===== src/rtl/flash_rw_pkg.sv =====
package flash_rw_pkg;

    typedef enum logic [2:0] {
        FCMD_NOP    = 3'd0,
        FCMD_READ   = 3'd1,
        FCMD_WRITE  = 3'd2,
        FCMD_ACTIVE = 3'd3,
        FCMD_LCR    = 3'd4,
        FCMD_BTERM  = 3'd5,
        FCMD_ATERM  = 3'd6
    } fcmd_e;

    localparam logic [7:0] WR_SETUP_CODE = 8'h40;

endpackage


===== src/rtl/flash_rw_sched.sv =====
module flash_rw_sched #(
    parameter int LEN_W = 4,
    parameter int CNT_W = LEN_W + 3
) (
    input  logic [1:0]       cl,
    input  logic             gap,
    input  logic [LEN_W-1:0] rd_len,
    input  logic [LEN_W-1:0] rd_burst,
    input  logic [LEN_W-1:0] wr_len,
    output logic             trunc,
    output logic [CNT_W-1:0] term_at,
    output logic [CNT_W-1:0] rd_last,
    output logic [CNT_W-1:0] wr_at,
    output logic [CNT_W-1:0] end_at
);

    logic [LEN_W-1:0] eff_len;
    logic [CNT_W-1:0] turn_slot;
    logic [CNT_W-1:0] floor_slot;

    always_comb begin
        trunc      = rd_len < rd_burst;
        eff_len    = trunc ? rd_len : rd_burst;
        term_at    = CNT_W'(eff_len);
        rd_last    = CNT_W'(cl) + CNT_W'(eff_len) - CNT_W'(1);
        turn_slot  = rd_last + CNT_W'(1) + CNT_W'(gap);
        // LCR must land after READ and after any terminate command
        floor_slot = trunc ? (term_at + CNT_W'(3)) : CNT_W'(3);
        wr_at      = (turn_slot > floor_slot) ? turn_slot : floor_slot;
        end_at     = wr_at + CNT_W'(wr_len) - CNT_W'(1);
    end

endmodule


===== src/rtl/flash_rw_timer.sv =====
module flash_rw_timer #(
    parameter int BANK_W = 2,
    parameter int ROW_W  = 12,
    parameter int COL_W  = 8,
    parameter int CNT_W  = 7
) (
    input  logic              clk,
    input  logic              rst_n,
    input  logic              req_valid,
    input  logic [1:0]        cfg_cl,
    input  logic [BANK_W-1:0] req_bank,
    input  logic [ROW_W-1:0]  req_row,
    input  logic [COL_W-1:0]  req_col_rd,
    input  logic [COL_W-1:0]  req_col_wr,
    input  logic              req_term_bank,
    input  logic              s_trunc,
    input  logic [CNT_W-1:0]  s_term_at,
    input  logic [CNT_W-1:0]  s_rd_last,
    input  logic [CNT_W-1:0]  s_wr_at,
    input  logic [CNT_W-1:0]  s_end_at,
    output logic              busy,
    output logic [CNT_W-1:0]  cnt,
    output logic [1:0]        cl_q,
    output logic              trunc_q,
    output logic              term_bank_q,
    output logic [BANK_W-1:0] bank_q,
    output logic [ROW_W-1:0]  row_q,
    output logic [COL_W-1:0]  col_rd_q,
    output logic [COL_W-1:0]  col_wr_q,
    output logic [CNT_W-1:0]  term_at_q,
    output logic [CNT_W-1:0]  rd_last_q,
    output logic [CNT_W-1:0]  wr_at_q,
    output logic [CNT_W-1:0]  end_at_q
);

    typedef struct packed {
        logic              busy;
        logic [CNT_W-1:0]  cnt;
        logic [1:0]        cl;
        logic              trunc;
        logic              term_bank;
        logic [BANK_W-1:0] bank;
        logic [ROW_W-1:0]  row;
        logic [COL_W-1:0]  col_rd;
        logic [COL_W-1:0]  col_wr;
        logic [CNT_W-1:0]  term_at;
        logic [CNT_W-1:0]  rd_last;
        logic [CNT_W-1:0]  wr_at;
        logic [CNT_W-1:0]  end_at;
    } tstate_t;

    tstate_t st_d, st_q;

    always_comb begin
        st_d = st_q;
        if (!st_q.busy) begin
            if (req_valid) begin
                st_d.busy      = 1'b1;
                st_d.cnt       = '0;
                st_d.cl        = cfg_cl;
                st_d.trunc     = s_trunc;
                st_d.term_bank = req_term_bank;
                st_d.bank      = req_bank;
                st_d.row       = req_row;
                st_d.col_rd    = req_col_rd;
                st_d.col_wr    = req_col_wr;
                st_d.term_at   = s_term_at;
                st_d.rd_last   = s_rd_last;
                st_d.wr_at     = s_wr_at;
                st_d.end_at    = s_end_at;
            end
        end else if (st_q.cnt == st_q.end_at) begin
            st_d.busy = 1'b0;
            st_d.cnt  = '0;
        end else begin
            st_d.cnt = st_q.cnt + CNT_W'(1);
        end
    end

    always_ff @(posedge clk or negedge rst_n) begin
        if (!rst_n) begin
            st_q <= '0;
        end else begin
            st_q <= st_d;
        end
    end

    assign busy        = st_q.busy;
    assign cnt         = st_q.cnt;
    assign cl_q        = st_q.cl;
    assign trunc_q     = st_q.trunc;
    assign term_bank_q = st_q.term_bank;
    assign bank_q      = st_q.bank;
    assign row_q       = st_q.row;
    assign col_rd_q    = st_q.col_rd;
    assign col_wr_q    = st_q.col_wr;
    assign term_at_q   = st_q.term_at;
    assign rd_last_q   = st_q.rd_last;
    assign wr_at_q     = st_q.wr_at;
    assign end_at_q    = st_q.end_at;

endmodule


===== src/rtl/flash_rw_decode.sv =====
module flash_rw_decode
    import flash_rw_pkg::*;
#(
    parameter int BANK_W = 2,
    parameter int ROW_W  = 12,
    parameter int COL_W  = 8,
    parameter int ADDR_W = 12,
    parameter int CNT_W  = 7
) (
    input  logic              busy,
    input  logic [CNT_W-1:0]  cnt,
    input  logic [1:0]        cl,
    input  logic              trunc,
    input  logic              term_bank,
    input  logic [BANK_W-1:0] bank,
    input  logic [ROW_W-1:0]  row,
    input  logic [COL_W-1:0]  col_rd,
    input  logic [COL_W-1:0]  col_wr,
    input  logic [CNT_W-1:0]  term_at,
    input  logic [CNT_W-1:0]  rd_last,
    input  logic [CNT_W-1:0]  wr_at,
    input  logic [CNT_W-1:0]  end_at,
    output logic [2:0]        cmd,
    output logic [ADDR_W-1:0] addr,
    output logic [BANK_W-1:0] bank_out,
    output logic              dqm,
    output logic              dq_oe,
    output logic              rd_valid,
    output logic              wr_valid
);

    fcmd_e            c;
    logic [CNT_W-1:0] lcr_at;
    logic [CNT_W-1:0] act_at;
    logic             in_write;

    always_comb begin
        lcr_at   = wr_at - CNT_W'(2);
        act_at   = wr_at - CNT_W'(1);
        c        = FCMD_NOP;
        addr     = '0;
        bank_out = '0;
        if (busy) begin
            if (cnt == '0) begin
                c        = FCMD_READ;
                addr     = ADDR_W'(col_rd);
                bank_out = bank;
            end else if (trunc && cnt == term_at) begin
                if (term_bank) begin
                    c        = FCMD_ATERM;
                    bank_out = bank;
                end else begin
                    c = FCMD_BTERM;
                end
            end else if (cnt == lcr_at) begin
                c    = FCMD_LCR;
                addr = ADDR_W'(WR_SETUP_CODE);
            end else if (cnt == act_at) begin
                c        = FCMD_ACTIVE;
                addr     = ADDR_W'(row);
                bank_out = bank;
            end else if (cnt == wr_at) begin
                c        = FCMD_WRITE;
                addr     = ADDR_W'(col_wr);
                bank_out = bank;
            end
        end
        cmd      = c;
        rd_valid = busy && (cnt >= CNT_W'(cl)) && (cnt <= rd_last);
        // mask window only needed when output mask latency matters (CL > 1)
        dqm      = busy && (cl != 2'd1) && ((cnt == lcr_at) || (cnt == act_at));
        in_write = busy && (cnt >= wr_at) && (cnt <= end_at);
        dq_oe    = in_write;
        wr_valid = in_write;
    end

endmodule


===== src/rtl/flash_rw_seq.sv =====
module flash_rw_seq #(
    parameter int BANK_W = 2,
    parameter int ROW_W  = 12,
    parameter int COL_W  = 8,
    parameter int ADDR_W = 12,
    parameter int LEN_W  = 4
) (
    input  logic              clk,
    input  logic              rst_n,
    input  logic [1:0]        cfg_cas_lat,
    input  logic              cfg_turn_gap,
    input  logic              req_valid,
    output logic              req_ready,
    input  logic [BANK_W-1:0] req_bank,
    input  logic [ROW_W-1:0]  req_row,
    input  logic [COL_W-1:0]  req_col_rd,
    input  logic [COL_W-1:0]  req_col_wr,
    input  logic [LEN_W-1:0]  req_rd_len,
    input  logic [LEN_W-1:0]  req_rd_burst,
    input  logic [LEN_W-1:0]  req_wr_len,
    input  logic              req_term_bank,
    output logic [2:0]        mem_cmd,
    output logic [ADDR_W-1:0] mem_addr,
    output logic [BANK_W-1:0] mem_bank,
    output logic              mem_dqm,
    output logic              dq_oe,
    output logic              rd_valid,
    output logic              wr_valid
);

    localparam int CNT_W = LEN_W + 3;

    logic             s_trunc;
    logic [CNT_W-1:0] s_term_at, s_rd_last, s_wr_at, s_end_at;

    logic              busy;
    logic [CNT_W-1:0]  cnt;
    logic [1:0]        cl_lat;
    logic              trunc_q, term_bank_q;
    logic [BANK_W-1:0] bank_q;
    logic [ROW_W-1:0]  row_q;
    logic [COL_W-1:0]  col_rd_q, col_wr_q;
    logic [CNT_W-1:0]  term_at_q, rd_last_q, wr_at_q, end_at_q;

    flash_rw_sched #(.LEN_W(LEN_W), .CNT_W(CNT_W)) i_sched (
        .cl       (cfg_cas_lat),
        .gap      (cfg_turn_gap),
        .rd_len   (req_rd_len),
        .rd_burst (req_rd_burst),
        .wr_len   (req_wr_len),
        .trunc    (s_trunc),
        .term_at  (s_term_at),
        .rd_last  (s_rd_last),
        .wr_at    (s_wr_at),
        .end_at   (s_end_at)
    );

    flash_rw_timer #(.BANK_W(BANK_W), .ROW_W(ROW_W), .COL_W(COL_W), .CNT_W(CNT_W)) i_timer (
        .clk           (clk),
        .rst_n         (rst_n),
        .req_valid     (req_valid),
        .cfg_cl        (cfg_cas_lat),
        .req_bank      (req_bank),
        .req_row       (req_row),
        .req_col_rd    (req_col_rd),
        .req_col_wr    (req_col_wr),
        .req_term_bank (req_term_bank),
        .s_trunc       (s_trunc),
        .s_term_at     (s_term_at),
        .s_rd_last     (s_rd_last),
        .s_wr_at       (s_wr_at),
        .s_end_at      (s_end_at),
        .busy          (busy),
        .cnt           (cnt),
        .cl_q          (cl_lat),
        .trunc_q       (trunc_q),
        .term_bank_q   (term_bank_q),
        .bank_q        (bank_q),
        .row_q         (row_q),
        .col_rd_q      (col_rd_q),
        .col_wr_q      (col_wr_q),
        .term_at_q     (term_at_q),
        .rd_last_q     (rd_last_q),
        .wr_at_q       (wr_at_q),
        .end_at_q      (end_at_q)
    );

    flash_rw_decode #(.BANK_W(BANK_W), .ROW_W(ROW_W), .COL_W(COL_W),
                      .ADDR_W(ADDR_W), .CNT_W(CNT_W)) i_decode (
        .busy      (busy),
        .cnt       (cnt),
        .cl        (cl_lat),
        .trunc     (trunc_q),
        .term_bank (term_bank_q),
        .bank      (bank_q),
        .row       (row_q),
        .col_rd    (col_rd_q),
        .col_wr    (col_wr_q),
        .term_at   (term_at_q),
        .rd_last   (rd_last_q),
        .wr_at     (wr_at_q),
        .end_at    (end_at_q),
        .cmd       (mem_cmd),
        .addr      (mem_addr),
        .bank_out  (mem_bank),
        .dqm       (mem_dqm),
        .dq_oe     (dq_oe),
        .rd_valid  (rd_valid),
        .wr_valid  (wr_valid)
    );

    assign req_ready = !busy;

endmodule


===== config.mk =====
export PLATFORM = sky130hd
export DESIGN_NAME = flash_rw_seq
export DESIGN_NICKNAME = d
export VERILOG_FILES = /design/src/rtl/flash_rw_pkg.sv /design/src/rtl/flash_rw_sched.sv /design/src/rtl/flash_rw_timer.sv /design/src/rtl/flash_rw_decode.sv /design/src/rtl/flash_rw_seq.sv
export SDC_FILE = /design/constraint.sdc
export NUM_CORES = 1
export LEC_CHECK = 0
export ABC_CLOCK_PERIOD_IN_PS = 4500
export BUFFER_PORTS_ARGS = -buffer_cell sky130_fd_sc_hd__clkbuf_2
export CAP_MARGIN = 20
export CELL_PAD_IN_SITES_DETAIL_PLACEMENT = 1
export CELL_PAD_IN_SITES_GLOBAL_PLACEMENT = 1
export CORE_AREA = 8 8 112 114
export DETAILED_ROUTE_END_ITERATION = 12
export DIE_AREA = 0 0 120 122
export HOLD_SLACK_MARGIN = 0.05
export PLACE_DENSITY_LB_ADDON = 0.1
export SLEW_MARGIN = 40
export SYNTH_ARGS = -nofsm -noshare
export SYNTH_HDL_FRONTEND = slang
export SYNTH_SLANG_ARGS = --single-unit

===== constraint.sdc =====
create_clock -name clk -period 4.5 [get_ports clk]
set_clock_uncertainty 0.2 [all_clocks]
set_input_delay 0.675 -clock clk [delete_from_list [all_inputs] [get_ports clk]]
set_output_delay 0.675 -clock clk [all_outputs]
set_load 0.01 [all_outputs]

; Word-level counts from Yosys, hierarchy flattened
; Index checks and enable logic that the tools add are counted.
[word_totals]
word_cells = 75
out_inout_bits = 22
regBits = 67
[classes]
bitwise = 1
order_cmp = 6
reduce_logical = 12
eq_ne = 6
add_sub_neg = 10
mux = 27
[op_table]
columns = cell, n
row1 = 2-to-1 mux 70 bit, 1
row2 = 2-to-1 mux 12 bit, 5
row3 = == test 7 bit, 4
row4 = 2-to-1 mux 7 bit, 3
row5 = subtractor 7 x 1 -> 7 bit (second input constant), 3
row6 = 2-to-1 mux 2 bit, 9
row7 = 2-to-1 mux 8 bit, 2
row8 = 2-to-1 mux 3 bit, 5
row9 = adder 7 x 1 -> 7 bit (second input constant), 2
row10 = less-or-equal comparator 7 bit, 2
row11 = adder 7 x 1 -> 7 bit, 1
row12 = adder 7 x 4 -> 7 bit, 1
row13 = == test 7 x 4 -> 1 bit, 1
row14 = greater-or-equal comparator 7 x 2 -> 1 bit, 1
row15 = greater-or-equal comparator 7 bit, 1
row16 = greater-than comparator 7 bit, 1
row17 = logical AND 1 bit, 7
row18 = logical NOT 7 bit, 1
row19 = subtractor 7 x 2 -> 7 bit (second input constant), 1
row20 = adder 2 x 4 -> 5 bit, 1
row21 = adder 4 x 2 -> 5 bit (second input constant), 1
row22 = less-than comparator 4 bit, 1
row23 = 2-to-1 mux 4 bit, 1
row24 = inequality test 2 x 1 -> 1 bit (second input constant), 1
row25 = other kinds (6), 6

; Logic depth before layout (Yosys ltp)
[depth]
depth_word = 12
mapped_depth = 34

; By module
; From an unflattened synthesis, not the netlist that was laid out.
[unflattened]
hier_cells = 529
area_unflattened_um2 = 5477.8
[modules_own_cells]
columns = mod, cells_per_inst, area_per_inst_um2, n_inst
row1 = flash_rw_timer, 189, 2889.0, 1
row2 = flash_rw_decode, 196, 1428.9, 1
row3 = flash_rw_sched, 143, 1156.1, 1
row4 = flash_rw_seq, 1, 3.8, 1

; Worst setup path after synthesis
; OpenSTA, ideal clock, no wires.
[synth_timing]
path_kind = input port to flip-flop
startpoint = input req_rd_burst[1]
endpoint = register i_timer.st_q (netlist bit i_timer.end_at_q[6])
n_path_buf = 0
arrival_time_ns = 6.249
setup_time_ns = 0.136
cell_stages = 33
path_slack_ns = -2.086
cell_sequence = inv_1 -> ha_1 -> or3b_4 -> a21oi_4 -> nand2_1 -> a21boi_0 -> inv_1 -> ha_1 -> inv_1 -> fa_1 -> nor2b_1 -> o211ai_1 -> nand2_1 -> xnor2_1 -> nand3_1 -> xor2_1 -> ha_1 -> mux2i_1 -> a21oi_1 -> inv_1 -> o211ai_1 -> a21oi_1 -> o21bai_1 -> ha_1 -> inv_1 -> ha_1 -> a21o_1 -> a21oi_1 -> o21bai_1 -> a21oi_1 -> xor2_1 -> xnor2_1 -> o21ai_0
[synth_between]
elab_chain_cells = 10
elab_cells_between_ends = 12
cone_classes = add/sub: 7 / order compare: 2 / mux: 3
[synth_lines]
columns = item, line
row1 = from (decl), flash_rw_seq.sv:19  ; input logic [LEN_W-1:0] req_rd_burst,
row2 = less-than comparator 4 bit *, flash_rw_sched.sv:22  ; trunc = rd_len < rd_burst;
row3 = 2-to-1 mux 4 bit *, flash_rw_sched.sv:23  ; eff_len = trunc ? rd_len : rd_burst;
row4 = net i_sched.eff_len[0], flash_rw_sched.sv:17  ; logic [LEN_W-1:0] eff_len;
row5 = adder 2 x 4 -> 5 bit, flash_rw_sched.sv:25  ; rd_last = CNT_W'(cl) + CNT_W'(eff_len) - CNT_W'(1);
row6 = subtractor 7 x 1 -> 7 bit, flash_rw_sched.sv:25
row7 = adder 7 x 1 -> 7 bit (2 in a row), flash_rw_sched.sv:26  ; turn_slot = rd_last + CNT_W'(1) + CNT_W'(gap);
row8 = greater-than comparator 7 bit, flash_rw_sched.sv:29  ; wr_at = (turn_slot > floor_slot) ? turn_slot : floor_slot;
row9 = 2-to-1 mux 7 bit *, flash_rw_sched.sv:29
row10 = adder 7 x 4 -> 7 bit *, flash_rw_sched.sv:30  ; end_at = wr_at + CNT_W'(wr_len) - CNT_W'(1);
row11 = subtractor 7 x 1 -> 7 bit *, flash_rw_sched.sv:30
row12 = to (signal assigned), flash_rw_timer.sv:84  ; st_q <= st_d;
row13 = to (decl), flash_rw_timer.sv:52  ; tstate_t st_d, st_q;
; The timed path passes the listed nets; every way through them passes the cells marked *.
; A chain may end at the register's enable or synchronous reset.

; Final worst setup path
[layout_timing]
startpoint = input req_rd_burst[1]
endpoint = register i_timer.st_q (netlist bit i_timer.end_at_q[5])
[layout_between]
elab_chain_cells = 10
elab_cells_between_ends = 12
cone_classes = add/sub: 7 / order compare: 2 / mux: 3
[layout_lines]
columns = item, line
row1 = less-than comparator 4 bit *, flash_rw_sched.sv:22
row2 = 2-to-1 mux 4 bit *, flash_rw_sched.sv:23
row3 = net i_sched.eff_len[0], flash_rw_sched.sv:17
row4 = adder 2 x 4 -> 5 bit *, flash_rw_sched.sv:25
row5 = subtractor 7 x 1 -> 7 bit *, flash_rw_sched.sv:25
row6 = net i_sched.rd_last[1], flash_rw_sched.sv:12  ; output logic [CNT_W-1:0] rd_last,
row7 = adder 7 x 1 -> 7 bit * (2 in a row), flash_rw_sched.sv:26
row8 = greater-than comparator 7 bit, flash_rw_sched.sv:29
row9 = 2-to-1 mux 7 bit *, flash_rw_sched.sv:29
row10 = adder 7 x 4 -> 7 bit *, flash_rw_sched.sv:30
row11 = subtractor 7 x 1 -> 7 bit *, flash_rw_sched.sv:30
; Marks and branches as above.

==> results.md <==
* Status: complete, but fails checks
* Failing checks: negative setup slack
* Synth Area in Adders at 0.139
* Top cell type's share of synthesized area at 0.338
* Site Rows at 38
* Fin worst setup slack at -2320 ps
* Hold Path Class: in2async
* Antenna diodes at 0
* WP buf/inv at 13
* First-pass GRT wire length at 33400 microns
* CP startpoint kind: primary input
* Fmax at 0.147 GHz
* Mean Syn Cell Area at 8.13 sq um
* Synth Flop Type: dfrtp_1
* Fin. Hold Viols at 0
* Maximum clock insertion buffer count at 2
* Vias in the first global route at 6175
* Slowest cell delay on critical path at 590 ps
* Fillers at 1268
* Post-layout util at 0.669
* Final setup viols at 15
* Post-synthesis net count at 713
* CTS Root Cell: clkbuf_8
* Antenna-violating nets left at 0
* Num CTS Buffers at 9
* Critical path fanouts, max at 4
* Placed cell area at 6150 sq um
* XOR/XNOR Fraction of Synth Area at 0.0537
* Most frequent cells in the layout: nand2_1 (135), buf_4 (126), dfrtp_1 (67), clkbuf_2 (67), inv_1 (43)
* I/O Buffers at 70
* Most common cell after layout, fill and taps aside: nand2_1
* Largest net degree at the start of global routing at 55
* Remaining routing DRC violations at 0
* Core region area at 10700 sq um
* Tmin final at 6820 ps
* Vias per cell at 6.29
* DR WL/cell at 28.7 microns
* CTS tree: yes
* DIE WIDTH at 120 microns
* Nets at 909
* Die height at 122 microns
* RSZ-0062 raised after global routing: yes
* FFs w/ async S/R, synth at 1.00
* Post-synthesis mux area share at 0.0103
* Cell variety after synth at 64
* Setup TNS at -17760 ps
* Register area share after synthesis at 0.338
* Initial detailed-routing violation count at 643
* Clock H-tree levels at 3
* MaxCap Viol Count at 0
* CTS Hold Bufs at 0
* Largest family of logic cells by synthesized area: simple AND/OR/NAND/NOR gates
* Post-synthesis compound-gate area fraction at 0.157
* Initial Utilization at 0.464
* Total GRT Usage at 0.294
* Yosys reg bits at 67
* CP required at 4540 ps
* CP Class: in2reg
* Post-Syn Instances at 610
* Setup crit end kind: register
* Worst relative slew slack at 0.570
* TritonCTS Sinks at 67
* Ratio of cells with drive above 1 in the final layout at 0.375
* Synth warn at 0
* Top post-synthesis cells by area: dfrtp_1 (34%), ha_1 (13%), nand2_1 (11%)
* Post-DP HPWL at 12700 microns
* Die Area at 14600 sq um
* Simple logic cell fraction of the synthesized area at 0.238
* Area grow syn2layout at 44.3%
* VDD IR max at 1.05 mV
* Measured slew at the worst slew-check pin at 641 ps
* Final period utilization at 1.52
* Max Slew Vio Count at 0
* Post-synth EDFFs at 0
* I/O pin cnt at 71
* Overflow left after global routing at 0
* Design Power at 6.13 mW
* Drt first pass iters at 5
* R2R Setup Slk at 1380 ps
* Worst-path clk slew at 80 ps
* Biggest area consumer among synthesized cells: dfrtp_1
* Final instance area at 7160 sq um
* Crit path max-delay family: adder cells
* Slowest-stage cell, CP: fa_2
* Min Hold Slack at 131 ps
* Clock Latency Late Sink at 370 ps
* Worst Path Arrival at 6860 ps
* Leakage at 3.62 nW
* Gpl congestion at 0.844
* PD cells at 856 nW/um^2
* Post-Syn Area at 4960 sq um
* Antenna violations before repair at 0
* Total wire length at 27200 microns
* Via count at 5977
-- per-layer routing --
metal,track usage,vias to the layer above,wire (microns)
li1,-,2451,-
met1,0.312,2924,9690
met2,0.533,433,13100
met3,0.0472,169,2390
met4,0.196,0,2090
met5,0,-,0
-- area by class of cell --
cell class              instances  area (sq um)  share of cell area
multi-input cells             465          3420               0.478
flip-flops and latches         67          1680               0.234
repair buffers                208          1480               0.207
inverters                      55           224              0.0313
well taps                     140           175              0.0245
clock buffers                  11           151              0.0211
clock inverters                 4          26.3             0.00367
-- metrics by stage --
step                      setup WS, ps  instances
after floorplan                  -1750        610
after global placement           -1850        879
after detailed placement         -2490        881
after CTS                        -1720        935
after global routing             -2430        950
final                            -2320        950
-- what timing repair did --
action / CTS / global route
pin swaps: 34 / 39
resized for setup: 45 / 41
buffers inserted: 40 / 20
endpoints found under the setup margin: 12 / 14
-- sequential cells by signal, summed over array words and instances, names as in the netlist --
| register | flops |
|---|---|
| i_timer.rd_last_q | 7 |
| i_timer.trunc_q | 1 |
| i_timer.wr_at_q | 7 |
| i_timer.col_rd_q | 8 |
| i_timer.cnt | 7 |
| i_timer.col_wr_q | 8 |
| i_timer.term_at_q | 4 |
| i_timer.bank_q | 2 |
| i_timer.busy | 1 |
| i_timer.end_at_q | 7 |
| i_timer.row_q | 12 |
| i_timer.term_bank_q | 1 |
| i_timer.cl_q | 2 |
-- report_power, final --
| part | internal, mW | total (mW) | switching, mW |
|---|---|---|---|
| Combinational | 1.99 | 4.49 | 2.49 |
| Sequential | 0.866 | 1.16 | 0.299 |
| Clock | 0.226 | 0.481 | 0.255 |
-- worst paths after layout --
check | to | start | cells past startpoint
max in group asynchronous | i_timer.cnt[2]$_DFFE_PN0P_ | rst_n | 2
setup reg to reg | i_timer.rd_last_q[0]$_DFFE_PN0P_ | i_timer.busy$_DFF_PN0_ | 5
min in group clk | i_timer.row_q[9]$_DFFE_PN0P_ | i_timer.row_q[9]$_DFFE_PN0P_ | 2
hold reg to reg | i_timer.row_q[9]$_DFFE_PN0P_ | i_timer.row_q[9]$_DFFE_PN0P_ | 2
setup / recovery | i_timer.end_at_q[5]$_DFFE_PN0P_ | req_rd_burst[1] | 36
hold / removal | i_timer.term_at_q[3]$_DFFE_PN0P_ | rst_n | 1
-- cells in the mapped netlist (3+ instances only) --
master	number
nand2_1	140
dfrtp_1	67
a21oi_1	23
ha_1	52
and2_1	8
nand2b_1	6
xor2_1	14
clkbuf_1	15
inv_1	54
a21o_1	4
a31oi_1	4
buf_2	3
nor3_1	7
mux2i_1	4
o21a_1	6
and3_1	9
nor2b_1	12
nand4_1	5
nor4_1	5
xnor2_1	12
o21ai_0	45
nor3b_1	5
a22oi_1	9
o211ai_1	5
nand3_1	13
nor2_1	37
-- logic make-up after synthesis --
group	after synthesis
DFF	67
muxes	5
adders and majority gates	54
xor gates and xnor gates	28
buffers and inverters	78
and+or+nand+nor	257
AOI/OAI and AO/OA	121
(Power assumes the default switching activity.)
